File: src/rtl/mrx_pkg.sv
package mrx_pkg;
  // Cell tracking states of the aligner
  typedef enum logic [1:0] {
    ST_SEEK   = 2'd0,
    ST_FIRST  = 2'd1,
    ST_SECOND = 2'd2
  } cell_state_t;

  // Half-bit histories (oldest in the MSB) that fix a cell boundary
  localparam logic [2:0] PAT_ZERO = 3'b001;
  localparam logic [2:0] PAT_ONE  = 3'b110;
endpackage

File: src/rtl/mrx_sampler.sv
module mrx_sampler #(
  parameter int OSR = 8
) (
  input  logic clk,
  input  logic rst,
  input  logic line_in,
  output logic hb_stb,
  output logic hb_val,
  output logic quiet_tmo
);
  localparam int HALF   = OSR / 2;
  localparam int LIMIT  = 4 * OSR;
  localparam int PH_W   = $clog2(OSR);
  localparam int IDLE_W = $clog2(LIMIT + 1);

  logic              s0, s1;
  logic [PH_W-1:0]   ph;
  logic [IDLE_W-1:0] idle;
  logic              chg;
  logic [PH_W-1:0]   pos;
  logic              quiet;

  assign chg   = s0 ^ s1;
  assign pos   = chg ? '0 : ph;
  assign quiet = (idle == IDLE_W'(LIMIT));

  always_ff @(posedge clk) begin
    if (rst) begin
      s0        <= 1'b0;
      s1        <= 1'b0;
      ph        <= '0;
      idle      <= IDLE_W'(LIMIT);
      hb_stb    <= 1'b0;
      hb_val    <= 1'b0;
      quiet_tmo <= 1'b0;
    end else begin
      s0        <= line_in;
      s1        <= s0;
      ph        <= (pos == PH_W'(OSR - 1)) ? '0 : pos + 1'b1;
      idle      <= chg ? '0 : (quiet ? idle : idle + 1'b1);
      hb_stb    <= (pos == PH_W'(HALF)) && !quiet;
      hb_val    <= s0;
      quiet_tmo <= !chg && (idle == IDLE_W'(LIMIT - 1));
    end
  end

  AST_STB_ISOLATED: assert property (@(posedge clk) disable iff (rst)
    hb_stb |=> !hb_stb);
  AST_TMO_SINGLE: assert property (@(posedge clk) disable iff (rst)
    quiet_tmo |=> !quiet_tmo);
  AST_NO_STB_AFTER_TMO: assert property (@(posedge clk) disable iff (rst)
    quiet_tmo |=> !hb_stb);
endmodule

File: src/rtl/mrx_aligner.sv
module mrx_aligner
  import mrx_pkg::*;
(
  input  logic clk,
  input  logic rst,
  input  logic hb_stb,
  input  logic hb_val,
  input  logic quiet_tmo,
  output logic bit_data,
  output logic bit_valid,
  output logic locked,
  output logic violation
);
  cell_state_t state;
  logic [2:0]  hist;
  logic [1:0]  fill;
  logic        first_q;
  logic [2:0]  hist_n;
  logic [1:0]  fill_n;

  assign hist_n = {hist[1:0], hb_val};
  assign fill_n = (fill == 2'd3) ? fill : fill + 1'b1;
  assign locked = (state != ST_SEEK);

  always_ff @(posedge clk) begin
    if (rst) begin
      state     <= ST_SEEK;
      hist      <= '0;
      fill      <= '0;
      first_q   <= 1'b0;
      bit_data  <= 1'b0;
      bit_valid <= 1'b0;
      violation <= 1'b0;
    end else begin
      bit_valid <= 1'b0;
      violation <= 1'b0;
      if (quiet_tmo) begin
        state <= ST_SEEK;
        hist  <= '0;
        fill  <= '0;
      end else if (hb_stb) begin
        hist <= hist_n;
        fill <= fill_n;
        unique case (state)
          ST_SEEK: begin
            if (fill_n == 2'd3 && (hist_n == PAT_ZERO || hist_n == PAT_ONE)) begin
              bit_valid <= 1'b1;
              bit_data  <= hist_n[1];
              state     <= ST_FIRST;
            end
          end
          ST_FIRST: begin
            first_q <= hb_val;
            state   <= ST_SECOND;
          end
          ST_SECOND: begin
            if (hb_val != first_q) begin
              bit_valid <= 1'b1;
              bit_data  <= first_q;
              state     <= ST_FIRST;
            end else begin
              violation <= 1'b1;
              state     <= ST_SEEK;
            end
          end
          default: state <= ST_SEEK;
        endcase
      end
    end
  end

  AST_VALID_NEEDS_LOCK: assert property (@(posedge clk) disable iff (rst)
    bit_valid |-> locked);
  AST_LOCK_RISE_WITH_BIT: assert property (@(posedge clk) disable iff (rst)
    $rose(locked) |-> bit_valid);
  AST_VIOL_DROPS_LOCK: assert property (@(posedge clk) disable iff (rst)
    violation |-> (!locked && !bit_valid));
  AST_VIOL_ONE_CYCLE: assert property (@(posedge clk) disable iff (rst)
    violation |=> !violation);
  AST_TMO_UNLOCKS: assert property (@(posedge clk) disable iff (rst)
    quiet_tmo |=> !locked);
  AST_VALID_ONE_CYCLE: assert property (@(posedge clk) disable iff (rst)
    bit_valid |=> !bit_valid);
endmodule

File: src/rtl/manchester_rx.sv
module manchester_rx #(
  parameter int OSR = 8
) (
  input  logic clk,
  input  logic rst,
  input  logic line_in,
  output logic bit_data,
  output logic bit_valid,
  output logic locked,
  output logic violation
);
  logic hb_stb, hb_val, quiet_tmo;

  mrx_sampler #(.OSR(OSR)) u_sampler (
    .clk       (clk),
    .rst       (rst),
    .line_in   (line_in),
    .hb_stb    (hb_stb),
    .hb_val    (hb_val),
    .quiet_tmo (quiet_tmo)
  );

  mrx_aligner u_aligner (
    .clk       (clk),
    .rst       (rst),
    .hb_stb    (hb_stb),
    .hb_val    (hb_val),
    .quiet_tmo (quiet_tmo),
    .bit_data  (bit_data),
    .bit_valid (bit_valid),
    .locked    (locked),
    .violation (violation)
  );
endmodule

File: config.mk
export PLATFORM = sky130hd
export DESIGN_NAME = manchester_rx
export DESIGN_NICKNAME = d
export VERILOG_FILES = /design/src/rtl/mrx_pkg.sv /design/src/rtl/mrx_sampler.sv /design/src/rtl/mrx_aligner.sv /design/src/rtl/manchester_rx.sv
export SDC_FILE = /design/constraint.sdc
export NUM_CORES = 1
export LEC_CHECK = 0
export ABC_CLOCK_PERIOD_IN_PS = 1700
export BUFFER_PORTS_ARGS = -buffer_cell sky130_fd_sc_hd__buf_2
export CAP_MARGIN = 20
export CORE_MARGIN = 8
export CORE_UTILIZATION = 35
export CTS_BUF_LIST = sky130_fd_sc_hd__clkbuf_16
export DETAILED_ROUTE_END_ITERATION = 8
export PLACE_DENSITY = 0.61
export SYNTH_ARGS = -nofsm -noshare
export SYNTH_HDL_FRONTEND = slang
export SYNTH_SLANG_ARGS = --single-unit
File: constraint.sdc
create_clock -name clk -period 1.7 [get_ports clk]
set_clock_uncertainty 0.15 [all_clocks]
set_input_delay 0.34 -clock clk [delete_from_list [all_inputs] [get_ports clk]]
set_output_delay 0.34 -clock clk [all_outputs]
set_load 0.01 [all_outputs]
== After elaboration in Yosys (flattened, before gate mapping) ==
Cells that the tools add are included.
Widths: inputs -> output; s select.

* Register bits after elaboration: 23
* Bits in latches: 0
* Bits in writable memories: 0
* Bits in read-only memories: 0
* Output and inout port bits: 4
* Word-level logic and storage cells: 66
* Memories kept: 0

* Add/sub/neg operators: 3
* $mul: 0
* Divide/modulo/power cells: 0
* Order comparisons: 0
* Equal/unequal tests: 14
* Shift-type cells: 0
* Multiplexer cells: 14
* Bitwise operators: 4
* Reductions and logical operators: 17

{| class="wikitable"
|+ Operators with widths
! operator !! count
|-
| $mux 6 || 2
|-
| $eq 3x3->1 const B || 3
|-
| $add 6x1->6 const B || 1
|-
| $eq 2x2->1 const B || 3
|-
| $eq 6x5->1 const B || 1
|-
| $eq 6x6->1 const B || 1
|-
| $mux 1 || 6
|-
| $ne 2x1->1 const B || 3
|-
| $pmux 2 s3 || 1
|-
| $reduce_or 2->1 || 3
|-
| $reduce_and 5->1 || 1
|-
| $mux 2 || 2
|-
| $pmux 1 s2 || 2
|-
| $reduce_bool 2->1 || 2
|-
| $reduce_or 4->1 || 1
|-
| $add 3x1->3 const B || 1
|-
| $eq 3x1->1 const B || 1
|-
| $logic_and 1x1->1 || 3
|-
| $mux 3 || 1
|-
| $not 1->1 || 3
|-
| $reduce_and 3->1 || 1
|-
| $reduce_or 3->1 || 1
|-
| $add 2x1->2 const B || 1
|-
| $eq 2x1->1 const B || 1
|-
| other kinds (6) || 7
|}

== Logic depth before layout (Yosys ltp) ==
Gate-level depths: netlist of run 1.

* Word-level depth: 6
* Mapped depth: 7
* Mapped depth without buffers: 6

== By module ==
From an unflattened synthesis of run 1, not the netlist that was laid out.

* Cell total of the unflattened synthesis: 116
* Area total of the unflattened synthesis: 1087.3 µm²

{| class="wikitable"
|+ By module, submodules not included
! module !! times used !! cells an instance !! area an instance (µm²)
|-
| mrx_sampler || 1 || 63 || 595.6
|-
| mrx_aligner || 1 || 53 || 491.7
|}

== Worst setup path before layout of run 1 ==
OpenSTA, ideal clock, no wires.

* Path type: reg-to-reg
* From: register u_sampler.hb_val (netlist name)
* To: register u_sampler.ph[2]
* Data arrival time: 1.278 ns
* Required time: 1.431 ns
* Path slack: 0.153 ns
* Cell stages (with the launch flop): 8
* Path buffers: 1
* Period minus slack after synthesis: 1.547 ns
* Cells stage by stage: dfxtp_1 > buf_4 > xnor2_2 > nand2_1 > inv_1 > ha_1 > ha_1 > nor3b_1

{| class="wikitable"
|+ RTL lines
! what !! line !! RTL
|-
| to (signal assigned) || mrx_sampler.sv:39 || <nowiki>ph <= (pos == PH_W'(OSR - 1)) ? '0 : pos + 1'b1;</nowiki>
|-
| to (decl) || mrx_sampler.sv:17 || <nowiki>logic [PH_W-1:0] ph;</nowiki>
|}

==> impl_results.md, run 1 <==
* Post-CTS resize count at 0
* Maximum number of pins on one net before global-route repair at 14
* Start point of the worst min-delay path: line_in
* Ys async rst share at 0%
* Ant diodes at 0
* Highest clock rate at between 600 and 700 MHz
* Overall Global Routing Usage at ~7%
* Crit share post-route at 93.6%
* Required arrival time at the worst endpoint at roughly 1700 ps
* Result of the run: finished, final reports clean
* Setup slack after placement at approximately 91 ps
* Post-Syn Area per Cell at between 9 and 10 µm²
* Fin Setup TNS at 0 ps
* Post-synthesis to final-layout area growth at 13.2%
* Die X at between 70 and 80 µm
* Post-CTS setup buffer count at 0
* H-tree depth at 1
* Number of global-route vias before repair at between 600 and 700
* CP endpoint kind: flop
* Unrepaired setup endpoints after global routing: false
* Crit path max fanout at 5
* Clock latency of the later-clocked register in the worst-skew pair at about 250 ps
* Final-report max-slew violation count at 0
* Core Footprint at 2780 µm²
* Fin worst setup slack at 108 ps
* Actual transition at the worst max-transition pin at slightly above 300 ps
* Length of the first detailed-routing pass in iterations at 4
* End point of the worst hold path: u_sampler.s0
* Max-capacitance violation count at 0
* Y dimension of the die at between 70 and 80 µm
* Estimated wirelength of the detail-placed design at roughly 1.3 mm
* Final hold violation count at 0
* Clock edge transition at the registers on the reported setup and hold paths at approximately 60 ps
* Maximum clock insertion buffer count at 2
* Count of flip-flops with a built-in enable after synthesis at 0
* Number of instances in the synthesized netlist at between 100 and 150
* Maximum vdd ir drop at 0.000586 V
* Synthesized Nets at between 100 and 150
* Dominant register cell in the synthesized netlist: sky130_fd_sc_hd__dfxtp_1
* Worst hold path cell count at 2
* Final routed wirelength across all metal layers at ~1.7 mm
* FF+latch count, synth at 23
* Final antenna-violating net count at 0
* Relative slew margins at about four fifths
* Die area at around 5000 µm²
* Register-to-register setup slack at ~110 ps
* Power per Cell Area at about 980 nW/µm²
* Buffer cell driving the clock tree root: sky130_fd_sc_hd__clkbuf_16
* Clock tree from TritonCTS: done
* Launch point of the worst reg-to-reg path: u_sampler.hb_val
* Pwr Total at 1160 µW
* Number of endpoints failing setup at the final stage at 0
* Total of buffers placed on input and output ports at 6
* Fraction of final layout cells sized beyond drive strength 1 at ~14%
* Final critical-path required period at ~1600 ps
* End of the worst register-to-register path: u_sampler.ph[2]
* CP Class: flop to flop
* Initial standard-cell utilization of the core at a little under two fifths
* Remaining Overflow, GRT at 0
* Global-route wire length before repair at around 3 mm
* DR DRC count at 0
* Std-Cell Rows at 19
* Via-per-instance ratio at approximately 5
* Hold WC Path Type: input pin to flop
* Routability-driven placement congestion ratio at between 0.7 and 0.8
* Data arrival time at the worst-slack endpoint at roughly 1600 ps
* Initial detailed-routing violation count at 16
* CP Launch Type: flop
* Sequential fraction of the synthesis area at between 40% and 50%
* DR vias at roughly 740
* Hold bufs inserted after CTS at 0
* LEAKAGE at roughly 0.00045 µW
* Register-to-Register Path Depth at 6
* Io pins at 7
* Number of synthesis warnings at 0
* Post-synthesis cell area at between 1000 and 1500 µm²
* Net count, final at 127
* Initial antenna violation count at 0
* Clock sink total at 23
* Cell variety after synth at 36
* Wire length per cell after detailed routing at ~12 µm
* Inserted Clock Buffers at 3
[critical path: stages, from the launching register on]
cell and delay, ps:
sky130_fd_sc_hd__dfxtp_1 450, sky130_fd_sc_hd__xnor2_2 130, sky130_fd_sc_hd__nand2_1 110, sky130_fd_sc_hd__inv_1 60, sky130_fd_sc_hd__ha_1 200, sky130_fd_sc_hd__ha_1 260, sky130_fd_sc_hd__nor3b_1 130
[kinds of logic after synthesis]
kind of cell | after synthesis | synth area share, %
mux | 5 | 4.81
fa+ha+maj | 5 | 6.01
buf+inv | 10 | 5.05
simple gates | 50 | 27.0
xor+xnor | 7 | 6.61
compound gates | 10 | 6.25
flops | 23 | 44.2
[registers in the layout, summed over array words and instances (netlist names)]
| signal | count |
|---|---|
| u_sampler.quiet_tmo | 1 |
| u_aligner.bit_data | 1 |
| u_sampler.ph | 3 |
| u_sampler.hb_stb | 1 |
| u_sampler.hb_val | 1 |
| u_sampler.idle | 6 |
| u_aligner.violation | 1 |
| u_sampler.s0 | 1 |
| u_aligner.first_q | 1 |
| u_aligner.bit_valid | 1 |
| u_aligner.state | 2 |
| u_aligner.hist | 2 |
| u_aligner.fill | 2 |
[cell usage after synthesis (all sizes together) (2+ instances only)]
library cell / instances / area, µm²
o21ai: 2 / 10.0
nor2: 14 / 52.6
nor2b: 3 / 18.8
mux2i: 5 / 50.1
or2: 2 / 15.0
nor3: 4 / 20.0
buf: 5 / 33.8
nand4: 2 / 12.5
nand2: 7 / 26.3
a21oi: 3 / 15.0
nor3b: 2 / 15.0
dfxtp: 23 / 460
nand3: 2 / 10.0
nand2b: 5 / 31.3
xor2: 2 / 17.5
xnor2: 5 / 51.3
inv: 5 / 18.8
ha: 5 / 62.6
[cells in the final DEF (no fill, tap or decap), types with 2 or more instances in the layout]
cell type                   netlist  layout
sky130_fd_sc_hd__mux2i_1          5       5
sky130_fd_sc_hd__ha_1             5       5
sky130_fd_sc_hd__o21ai_1          2       2
sky130_fd_sc_hd__nor3_1           4       4
sky130_fd_sc_hd__nor2_1          14      14
sky130_fd_sc_hd__nand3_1          2       2
sky130_fd_sc_hd__xor2_1           2       2
sky130_fd_sc_hd__buf_2            3       6
sky130_fd_sc_hd__inv_1            5       5
sky130_fd_sc_hd__xnor2_1          4       4
sky130_fd_sc_hd__nand2_1          7       7
sky130_fd_sc_hd__clkbuf_16        0       3
sky130_fd_sc_hd__a21oi_1          3       3
sky130_fd_sc_hd__buf_4            1       3
sky130_fd_sc_hd__dfxtp_1         23      23
sky130_fd_sc_hd__nand4_1          2       2
sky130_fd_sc_hd__nor3b_1          2       2
sky130_fd_sc_hd__nand2b_1         5       5
sky130_fd_sc_hd__nor2b_1          3       3
[power by group]
part / total [µW] / internal [µW] / switching [µW]
Combinational: 81.8 / 38.8 / 43.0
Sequential: 569 / 555 / 14.2
Clock: 505 / 316 / 189
[routing by layer]
| layer | vias up | track usage, % | wire (µm) |
|---|---|---|---|
| met3 | 2 | 1.95 | 56 |
| met4 | 0 | 4.60 | 21 |
| met5 | - | 0 | 0 |
| li1 | 385 | - | - |
| met1 | 346 | 8.71 | 880 |
| met2 | 8 | 11.1 | 788 |
[per-stage QoR]
step	cells	util, %	instance area [µm²]	hold WS [ps]
2_1_floorplan	110	-	1040	262
3_3_place_gp	145	39.5	1100	301
3_5_place_dp	145	39.5	1100	301
4_1_cts	149	42.4	1180	155
5_1_grt	149	42.4	1180	164
6_report	149	42.4	1180	153
[area by class of cell]
type | instances | area (µm²)
Inverter | 5 | 18.8
Timing Repair Buffer | 9 | 52.6
Clock inverter | 1 | 5.00
Fill cell | 268 | 1600
Clock buffer | 3 | 75.1
Multi-Input combinational cell | 77 | 528
Tap cell | 31 | 38.8
Sequential cell | 23 | 460
[worst max-delay path by stage]
stage                     startpoint              end  slack (ps)  cells after the start
finish              u_sampler.hb_val  u_sampler.ph[2]         110                      6
global route        u_sampler.hb_val  u_sampler.ph[1]           8                      6
CTS                 u_sampler.hb_val  u_sampler.ph[2]          80                      6
detailed placement  u_sampler.hb_val  u_sampler.ph[2]          90                      6
global placement    u_sampler.hb_val  u_sampler.ph[2]         170                      6
floorplan           u_sampler.hb_val  u_sampler.ph[2]         150                      7
(Power assumes the default switching activity.)
==> run 2: changes to the inputs <==
Settings changed: GPL_TIMING_DRIVEN set to 0, SYNTH_HIERARCHICAL set to 1.
==> impl_results.md, run 2 <==
* Hold bufs inserted after CTS at 0
* Required arrival time at the worst endpoint at between 1500 and 2000 ps
* Flop pwr share at 48.1%
* Post-CTS setup buffer count at 0
* Hold WC Path Type: input pin to flop
* Post-Syn Area per Cell at 9.37 µm²
* Dominant register cell in the synthesized netlist: sky130_fd_sc_hd__dfxtp_1
* Final antenna-violating net count at 0
* Std-Cell Rows at 20
* Post-Place Cell Area at roughly 1200 µm²
* Final critical-path required period at 1620 ps
* Crit path max fanout at 5
* CP Class: flop to flop
* Final hold violation count at 0
* DR DRC count at 0
* Clock sink total at 23
* Buffer cell driving the clock tree root: sky130_fd_sc_hd__clkbuf_16
* CP endpoint kind: flop
* Remaining Overflow, GRT at 0
* Routability-driven placement congestion ratio at approximately 0.74
* Combinational cell fraction of total power at approximately 10%
* Clock latency of the later-clocked register in the worst-skew pair at 260 ps
* Maximum clock insertion buffer count at 2
* Synthesized Nets at approximately 120
* Pwr Total at 1200 µW
* Wire length per cell after detailed routing at 12.7 µm
* Ant diodes at 0
* Largest register by flop count: u_sampler/idle
* Switching share of power at around 23%
* Final routed wirelength across all metal layers at around 2.0 mm
* Library cell with the largest summed area after synthesis: sky130_fd_sc_hd__dfxtp_1
* Crit share post-route at between 90% and 100%
* Top-count cell post-synth: sky130_fd_sc_hd__dfxtp_1
* Most used cells in the layout excluding fill and tap cells: sky130_fd_sc_hd__dfxtp_1, sky130_fd_sc_hd__buf_2, sky130_fd_sc_hd__nand2_1, sky130_fd_sc_hd__nor3_1
* Total of buffers placed on input and output ports at 6
* Post-synthesis to final-layout area growth at 15.0%
* Initial detailed-routing violation count at slightly above 40
* Final-report max-slew violation count at 0
* DR vias at just over 800
* Io pins at 7
* Actual transition at the worst max-transition pin at 398 ps
* Inserted Clock Buffers at 3
* Maximum number of pins on one net before global-route repair at 13
* Post-synthesis cell area at 1090 µm²
* Estimated wirelength of the detail-placed design at approximately 1.4 mm
* Share of Yosys cell area claimed by the top area cell type at around 42%
* Largest registers: u_sampler/idle: 6 flops, u_sampler/ph: 3 flops
* Global-route wire length before repair at between 3 and 4 mm
* Initial standard-cell utilization of the core at about 36%
* Internal Power at 926 µW
* Number of synthesis warnings at 6
* Number of global-route vias before repair at between 800 and 900
* Power per Cell Area at slightly below 1000 nW/µm²
* Share of total power in the clock network at about two fifths
* Die X at approximately 72 µm
* Overall Global Routing Usage at ~8.4%
* Fin worst setup slack at between 80 and 90 ps
* CP Launch Type: flop
* Ys async rst share at 0%
* Sequential fraction of the synthesis area at 42.3%
* Setup slack after placement at -38.9 ps
* Cell variety after synth at 39
* Y dimension of the die at 71.7 µm
* Die area at between 5000 and 6000 µm²
* Data arrival time at the worst-slack endpoint at 1600 ps
* Number of flip-flops under the largest register name at 6
* Clock tree from TritonCTS: done
* Via-per-instance ratio at roughly 5.2
* Count of flip-flops with a built-in enable after synthesis at 0
* Clock edge transition at the registers on the reported setup and hold paths at 60 ps
* Length of the first detailed-routing pass in iterations at 5
* Number of inserted filler cells in the final layout at 314
* Commonest non-fill, non-tap cell in the layout: sky130_fd_sc_hd__dfxtp_1
* H-tree depth at 1
* Initial antenna violation count at 0
* Maximum vdd ir drop at approximately 0.00064 V
* Core Footprint at roughly 3000 µm²
* FF+latch count, synth at 23
* Result of the run: finished, final reports clean
* Fraction of final layout cells sized beyond drive strength 1 at between 10% and 20%
* Ranking of synthesized cells by area: sky130_fd_sc_hd__dfxtp_1, sky130_fd_sc_hd__ha_1, sky130_fd_sc_hd__mux2i_1, sky130_fd_sc_hd__nor3_1, sky130_fd_sc_hd__xnor2_1
* Final instance area at 1250 µm²
* Max-capacitance violation count at 0
* Most used standard cells in the synthesized netlist: sky130_fd_sc_hd__dfxtp_1, sky130_fd_sc_hd__nand2_1, sky130_fd_sc_hd__nor3_1
* Relative slew margins at between 70% and 80%
* Number of endpoints failing setup at the final stage at 0
* Net switching component of the power at about 280 µW
* Net count, final at about 140
* Number of instances in the synthesized netlist at approximately 120
* LEAKAGE at between 0.0004 and 0.0005 µW
* Highest clock rate at 618 MHz
## run 2: cell count changes in the layout (fill, tap and decap cells not counted), moves of 2 or more
cell,change
sky130_fd_sc_hd__o21ai_2,+2
sky130_fd_sc_hd__buf_4,-3
sky130_fd_sc_hd__a21oi_1,+2
sky130_fd_sc_hd__nor2_1,-7
sky130_fd_sc_hd__nor3b_1,+2
sky130_fd_sc_hd__nand3_1,+3
sky130_fd_sc_hd__inv_1,+2
sky130_fd_sc_hd__nor3_1,+4
sky130_fd_sc_hd__buf_2,+2
sky130_fd_sc_hd__nand4_1,-2
## run 2: cell families after synthesis
kind of cell	share of synthesized area, %
multiplexers	3.68
XOR/XNOR	4.03
AO/OA/AOI/OAI	9.44
adder cells (fa/ha/maj)	5.75
flip-flops	42.3
AND/OR/NAND/NOR	30.4
buffers and inverters	4.37
## run 2: power by group through the flow
stage	Sequential (µW)	Clock (µW)	Combinational (µW)
floorplan	583	0	95.3
global placement	588	0	111
detailed placement	589	0	117
CTS	577	516	118
global route	580	527	140
finish	578	501	123
## run 2: final timing paths
kind | to | cells after the start | from | slack (ps)
worst max-delay path | u_sampler/hb_stb | 5 | u_sampler/idle[0] | 80
worst min-delay path | u_aligner/first_q | 2 | rst | 130
worst max register to register | u_sampler/hb_stb | 5 | u_sampler/idle[0] | 80
worst min register to register | u_sampler/hb_stb | 2 | u_sampler/ph[2] | 300
## run 2: routing by layer
layer	vias to the layer above	routed length (µm)	global-route usage, %
li1	427	-	-
met1	382	915	8.67
met2	11	993	14.5
met3	4	71	3.07
met4	0	36	4.76
met5	-	0	0
## run 2: layout make-up
type                       count  area (µm²)  area share, %
inverter                       6        22.5           1.80
clock buffer                   3        75.1           6.01
tap                           33        41.3           3.30
multi-input combinational     83         591           47.2
clock inverter                 1        3.75          0.300
timing repair buffer           6        30.0           2.40
buffer                         4        25.0           2.00
sequential                    23         462           36.9
## run 2: timing repair
| item | CTS | global route |
|---|---|---|
| gates resized for setup | 1 | 2 |
| setup endpoints to repair | 3 | 2 |
| pin swaps | 0 | 0 |
## run 2: critical path, cell delays in order (launching register included)
cell and delay (ps):
sky130_fd_sc_hd__dfxtp_1 340, sky130_fd_sc_hd__inv_1 110, sky130_fd_sc_hd__ha_1 170, sky130_fd_sc_hd__or4b_4 510, sky130_fd_sc_hd__nor2_4 150, sky130_fd_sc_hd__nor3_1 70
## run 2: stage by stage
| step | TNS (ps) | util (%) | hold WS (ps) | cells |
|---|---|---|---|---|
| 5_1_grt | -22.8 | 41.6 | 147 | 159 |
| 2_1_floorplan | 0 | - | 260 | 116 |
| 3_3_place_gp | -16.3 | 38.6 | 285 | 155 |
| 4_1_cts | 0 | 41.3 | 138 | 159 |
| 3_5_place_dp | -38.9 | 38.6 | 289 | 155 |
| 6_report | 0 | 41.6 | 134 | 159 |
